<file path="src/rtl/irqStatPkg.sv">
package irqStatPkg;

  // Strobes passed from the decode/control side to the datapath.
  typedef struct packed {
    logic raiseWr;  // raise register written this cycle
    logic ackWr;    // acknowledge register written this cycle
    logic factHit;  // enabled factorial completion
    logic dmaHit;   // enabled DMA completion
  } irqStrobes_t;

endpackage

</file>
<file path="src/rtl/irqStatCtrl.sv">
module irqStatCtrl
  import irqStatPkg::*;
#(
  parameter int ADDR_W    = 8,
  parameter int RAISE_OFS = 'h60,
  parameter int ACK_OFS   = 'h64
) (
  input  logic              wrEn,
  input  logic [ADDR_W-1:0] wrAddr,
  input  logic              factDone,
  input  logic              factIrqEn,
  input  logic              dmaDone,
  input  logic              dmaIrqEn,
  output irqStrobes_t       strobes
);

  localparam logic [ADDR_W-1:0] RaiseAddr = ADDR_W'(RAISE_OFS);
  localparam logic [ADDR_W-1:0] AckAddr   = ADDR_W'(ACK_OFS);

  always_comb begin
    strobes         = '0;
    strobes.raiseWr = wrEn && (wrAddr == RaiseAddr);
    strobes.ackWr   = wrEn && (wrAddr == AckAddr);
    strobes.factHit = factDone && factIrqEn;
    strobes.dmaHit  = dmaDone && dmaIrqEn;
  end

endmodule

</file>
<file path="src/rtl/irqStatDpath.sv">
module irqStatDpath
  import irqStatPkg::*;
#(
  parameter int DATA_W     = 32,
  parameter int ADDR_W     = 8,
  parameter int STATUS_OFS = 'h24,
  parameter int FACT_BIT   = 0,
  parameter int DMA_BIT    = 8
) (
  input  logic              clk,
  input  logic              rstN,
  input  irqStrobes_t       strobes,
  input  logic [DATA_W-1:0] wrData,
  input  logic [ADDR_W-1:0] rdAddr,
  output logic [DATA_W-1:0] rdData,
  output logic [DATA_W-1:0] pendingMask,
  output logic              irqOut
);

  localparam logic [ADDR_W-1:0] StatusAddr = ADDR_W'(STATUS_OFS);

  logic [DATA_W-1:0] hwMask;
  logic [DATA_W-1:0] raiseMask;
  logic [DATA_W-1:0] clearMask;
  logic [DATA_W-1:0] nextMask;

  // One generated cell per cause bit: the hardware sources map to fixed bits.
  for (genvar b = 0; b < DATA_W; b++) begin : g_hwBit
    if (b == FACT_BIT && b == DMA_BIT) begin : g_both
      assign hwMask[b] = strobes.factHit | strobes.dmaHit;
    end else if (b == FACT_BIT) begin : g_fact
      assign hwMask[b] = strobes.factHit;
    end else if (b == DMA_BIT) begin : g_dma
      assign hwMask[b] = strobes.dmaHit;
    end else begin : g_none
      assign hwMask[b] = 1'b0;
    end
  end

  assign raiseMask = strobes.raiseWr ? wrData : '0;
  assign clearMask = strobes.ackWr   ? wrData : '0;

  // Clear first, then set: any same-cycle raise beats the acknowledge.
  assign nextMask = (pendingMask & ~clearMask) | raiseMask | hwMask;

  always_ff @(posedge clk or negedge rstN) begin
    if (!rstN) pendingMask <= '0;
    else       pendingMask <= nextMask;
  end

  assign irqOut = |pendingMask;
  assign rdData = (rdAddr == StatusAddr) ? pendingMask : '0;

endmodule

</file>
<file path="src/rtl/irqStatusCtrl.sv">
module irqStatusCtrl
  import irqStatPkg::*;
#(
  parameter int DATA_W     = 32,
  parameter int ADDR_W     = 8,
  parameter int STATUS_OFS = 'h24,
  parameter int RAISE_OFS  = 'h60,
  parameter int ACK_OFS    = 'h64,
  parameter int FACT_BIT   = 0,
  parameter int DMA_BIT    = 8
) (
  input  logic              clk,
  input  logic              rstN,
  input  logic              regWrEn,
  input  logic [ADDR_W-1:0] regWrAddr,
  input  logic [DATA_W-1:0] regWrData,
  input  logic [ADDR_W-1:0] regRdAddr,
  output logic [DATA_W-1:0] regRdData,
  input  logic              factDone,
  input  logic              factIrqEn,
  input  logic              dmaDone,
  input  logic              dmaIrqEn,
  output logic              irqOut
);

  irqStrobes_t       strobes;
  logic [DATA_W-1:0] pendingMask;

  irqStatCtrl #(
    .ADDR_W   (ADDR_W),
    .RAISE_OFS(RAISE_OFS),
    .ACK_OFS  (ACK_OFS)
  ) ctrl (
    .wrEn     (regWrEn),
    .wrAddr   (regWrAddr),
    .factDone (factDone),
    .factIrqEn(factIrqEn),
    .dmaDone  (dmaDone),
    .dmaIrqEn (dmaIrqEn),
    .strobes  (strobes)
  );

  irqStatDpath #(
    .DATA_W    (DATA_W),
    .ADDR_W    (ADDR_W),
    .STATUS_OFS(STATUS_OFS),
    .FACT_BIT  (FACT_BIT),
    .DMA_BIT   (DMA_BIT)
  ) dpath (
    .clk        (clk),
    .rstN       (rstN),
    .strobes    (strobes),
    .wrData     (regWrData),
    .rdAddr     (regRdAddr),
    .rdData     (regRdData),
    .pendingMask(pendingMask),
    .irqOut     (irqOut)
  );

endmodule

</file>
<file path="config.mk">
export PLATFORM = sky130hd
export DESIGN_NAME = irqStatusCtrl
export DESIGN_NICKNAME = d
export VERILOG_FILES = /design/src/rtl/irqStatPkg.sv /design/src/rtl/irqStatCtrl.sv /design/src/rtl/irqStatDpath.sv /design/src/rtl/irqStatusCtrl.sv
export SDC_FILE = /design/constraint.sdc
export NUM_CORES = 1
export LEC_CHECK = 0
export ABC_AREA = 0
export BUFFER_PORTS_ARGS = -buffer_cell sky130_fd_sc_hd__buf_2
export CORE_MARGIN = 2
export CORE_UTILIZATION = 47
export DETAILED_ROUTE_END_ITERATION = 10
export GPL_TIMING_DRIVEN = 0
export PLACE_DENSITY = 0.84
export SLEW_MARGIN = 10
export SYNTH_ARGS = -nofsm -noshare
export SYNTH_HDL_FRONTEND = slang
export SYNTH_HIERARCHICAL = 1
export SYNTH_SLANG_ARGS = --single-unit
</file>
<file path="constraint.sdc">
create_clock -name clk -period 2 [get_ports clk]
set_input_delay 0.3 -clock clk [delete_from_list [all_inputs] [get_ports clk]]
set_output_delay 0.3 -clock clk [all_outputs]
set_load 0.05 [all_outputs]
</file>
# Yosys cells after proc, flatten, opt, wreduce, memory -nomap -nowiden
# Cells that the tools add are included.
[totals]
register_bits = 32
output_inout_bits = 33
[op_classes]
n_eq_ne = 3
muxes = 3
bitwise = 4
reduce_logical = 5
[op_table]
columns = ["cell", "n"]
rows = [
  ["32-bit two-way mux", 3],
  ["32-bit bitwise AND", 1],
  ["32-bit inverter", 1],
  ["32-bit bitwise OR", 1],
  ["32-bit by 9-bit bitwise OR with 32-bit output", 1],
  ["32-bit OR reduction", 1],
  ["8-bit by 7-bit == test with 1-bit output (second input constant)", 2],
  ["8-bit by 6-bit == test with 1-bit output (second input constant)", 1],
  ["1-bit logical AND", 4],
]

# Logic depth before layout (Yosys ltp)
[depth]
word_depth = 7
mapped_depth = 5
ltp_nobuf = 4

# Hierarchy
# Netlist, hierarchy kept.
[by_module_without_submodules]
columns = ["mod", "instances", "cells_each", "area_each_um2", "seq_area_each_um2"]
rows = [
  ["irqStatDpath", 1, 151, 1559.0, 800.8],
  ["irqStatCtrl", 1, 7, 47.5, 0.0],
]

# Worst setup path after synthesis
# OpenSTA, ideal clock, no wires.
[synth_path]
path_type = "input-to-reg"
from = "input regWrAddr[1]"
to = "register dpath.pendingMask[10]"
arrival_time_ps = 1685
path_slack_ps = 194
cell_stages = 5
n_path_buf = 1
path_cell_list = "or4b_1 -> nor3_1 -> clkbuf_1 -> nand2_1 -> a22o_1"
[synth_rtl]
columns = ["item", "line_no", "rtl"]
rows = [
  ["start, declared", "irqStatusCtrl.sv:15", "input logic [ADDR_W-1:0] regWrAddr,"],
  ["end signal, assigned", "irqStatDpath.sv:48", "else pendingMask <= nextMask;"],
  ["end, declared", "irqStatDpath.sv:16", "output logic [DATA_W-1:0] pendingMask,"],
]

# Final worst setup path
[layout_path]
from = "register dpath.pendingMask[22]"
to = "output irqOut"
[layout_via]
elab_chain_cells = 1
[layout_rtl]
columns = ["item", "line_no", "rtl"]
rows = [
  ["32-bit OR reduction", "irqStatDpath.sv:51", "assign irqOut = |pendingMask;"],
  ["end, declared", "irqStatusCtrl.sv:23", "output logic irqOut"],
]
# No other way between the ends.

==> impl_metrics.ini <==
[detailed_routing]
met3WireLength_um = 300
route.met2.wl_um = 1899
drt_iter0_markers = 136
dr.pass1.iters = 4
route.vias.total = 1579
wl_per_cell_um = 13.25
wirelength_um = 4027
wl_met1_um = 1784
top_layer = met4
viasPerCell = 5.194
drcViolationCount = 0
ant_nets = 0

[logic_synthesis]
synth_nets = 213
synth.top_cells.by_area = dfrtp_1, a22o_1, and2_1
synthCells = 158
yosysTopAreaCell = dfrtp_1
synth_area_sq_um = 1607
synth_warnings = 6
syn_avg_cell_area_sq_um = 10.17
synthDistinctLibCells = 17
ys_ff_latch = 32
ys_seq_area_share_pct = 49.84
synth_top_area_share_pct = 49.84

[clock_tree]
cts_made_buffers = 5
clkTransAtPathRegs_ns = 0.09
cts_tree = done
cts_hold_buf = 0
cts_sinks = 32
cts_max_level = 2
cts_max_path_buffers = 2
clk_latency_ns = 0.33
cts-root-buf = clkbuf_4

[timing]
fin_crit_ns = 1.909
fmax_mhz = 523.8
hold_violations = 7
finalSetupViolations = 0
rsz0062_at_grt = false
holdWs_ns = -0.002875
slew_violations = 0
relSlewSlack_pct = 54.77
worst_slew_pin_slew_ns = 0.6785
period_share_pct = 95.46
skew_ns = 0

[die]
die_h_um = 62.47
io_pins = 88
die-area_sq_um = 3902
initial_core_util_pct = 48.53
rows = 21
fp.dieW_um = 62.47
core_area_sq_um = 3311

[placement]
place.gp.congestion = 0.8043
numPortBuffers = 87
hpwl_um = 3002

[finish]
final_util_pct = 68.07
largest_register_ffs = 32
fillers = 286
top_regs = dpath/pendingMask (32)
final_cell_mix = buf_2, and2_1, nand2_1, dfrtp_1, a22o_1
regArea_sq_um = 800.8
drive_gt1_share_pct = 43.41
final_common_cell = buf_2
num-nets-final = 312
area_delta_synth_final_pct = 40.26
top_register = dpath/pendingMask
multi_input_area_sq_um = 797.0
antennaDiodeCount = 0

[power]
p_leak_nw = 1.174
peakVddDrop_v = 0.0003171
cellPowerDensity_nw_per_um2 = 545.4
power_mw = 1.229

[flow_run]
cap_viol_max_count = 0

[worst_setup_path]
crit_path_top_delay_cell = dfrtp_1
cpLargestDelayFamily = simple AND/OR/NAND/NOR gates
arrival_ns = 1.61
cp_slowest_stage_delay_ns = 0.42
end_kind = output pin
path_max_fanout = 3
start_kind = flip-flop
critPathRequiredTime_ns = 1.70
cp_cell_sequence = nor4_2 -> nand4_1 -> or2_4 -> buf_6
worst-setup-path-type = reg2out
path_buf_inv = 1

[worst_hold_path]
hold_path_class = in2async

[grt]
antenna_found_initial = 0
grt_max_degree = 33
grt_usage_pct = 22.02
grt_overflow_total = 0
grt_pass1_wl_um = 6775
grt_pass1_vias = 1507

[status]
status = complete, but fails checks
violations = hold timing
[path summary, 6_finish.rpt]
path | endpoint | slack [ns] | cells past startpoint | startpoint
worst max-delay path | irqOut | 0.09 | 4 | dpath/pendingMask[22]$_DFF_PN0_
worst min-delay path | dpath/pendingMask[24]$_DFF_PN0_ | -0.003 | 1 | rstN
worst max register to register | dpath/pendingMask[12]$_DFF_PN0_ | 1.15 | 2 | dpath/pendingMask[12]$_DFF_PN0_
worst min register to register | dpath/pendingMask[9]$_DFF_PN0_ | 0.54 | 1 | dpath/pendingMask[9]$_DFF_PN0_
max in group asynchronous | dpath/pendingMask[0]$_DFF_PN0_ | 1.57 | 1 | rstN
min in group clk | dpath/pendingMask[30]$_DFF_PN0_ | 0.21 | 2 | regWrData[30]
[synthesized netlist by cell type]
| cell type | n |
|---|---|
| a221o_1 | 2 |
| a22o_1 | 30 |
| and2_1 | 34 |
| and4b_2 | 1 |
| buf_6 | 3 |
| clkbuf_1 | 6 |
| dfrtp_1 | 32 |
| inv_1 | 1 |
| nand2_1 | 32 |
| nand4_1 | 2 |
| nand4bb_1 | 1 |
| nor2_1 | 1 |
| nor3_1 | 2 |
| nor4_1 | 8 |
| nor4b_2 | 1 |
| or2_2 | 1 |
| or4b_1 | 1 |
[routing by layer]
metal	global-route usage, %	up-vias
met5	0	-
met4	5.000	0
met3	7.748	5
met2	35.62	66
met1	28.50	745
li1	-	763
[area by class of cell]
type / instances / area share, %
sequential: 32 / 35.54
multi-input combinational: 116 / 35.37
timing repair buffer: 92 / 21.27
clock buffer: 8 / 2.610
tap: 46 / 2.554
buffer: 9 / 2.499
inverter: 1 / 0.1666
[cells by family after synthesis]
group / synth area share (%)
buf+inv: 3.738
flops: 49.84
simple gates: 28.82
compound gates: 17.60
[per-stage QoR]
stage	setup slack [ns]	TNS, ns	cell area (sq um)	std cells	hold slack (ns)
global route	0.001439	0	2253	304	0.04023
global placement	-0.2237	-6.406	2100	291	0.3801
finish	0.09084	0	2253	304	-0.002875
detailed placement	-0.2434	-6.696	2100	291	0.3782
floorplan	0.1936	0	1607	158	0.004409
CTS	0.002155	0	2222	303	0.01995
[power by group]
part / switching, mW / internal [mW] / total [mW]
Sequential: 0.0271 / 0.676 / 0.703
Clock: 0.208 / 0.173 / 0.382
Combinational: 0.0594 / 0.0852 / 0.145
[repair_timing]
item                                    CTS  global route
pin swaps                                 2             3
resized for setup                         6             5
endpoints found under the setup margin    1            28
buffers inserted                          4             1
Note: power is estimated with default switching activity, not from simulation.
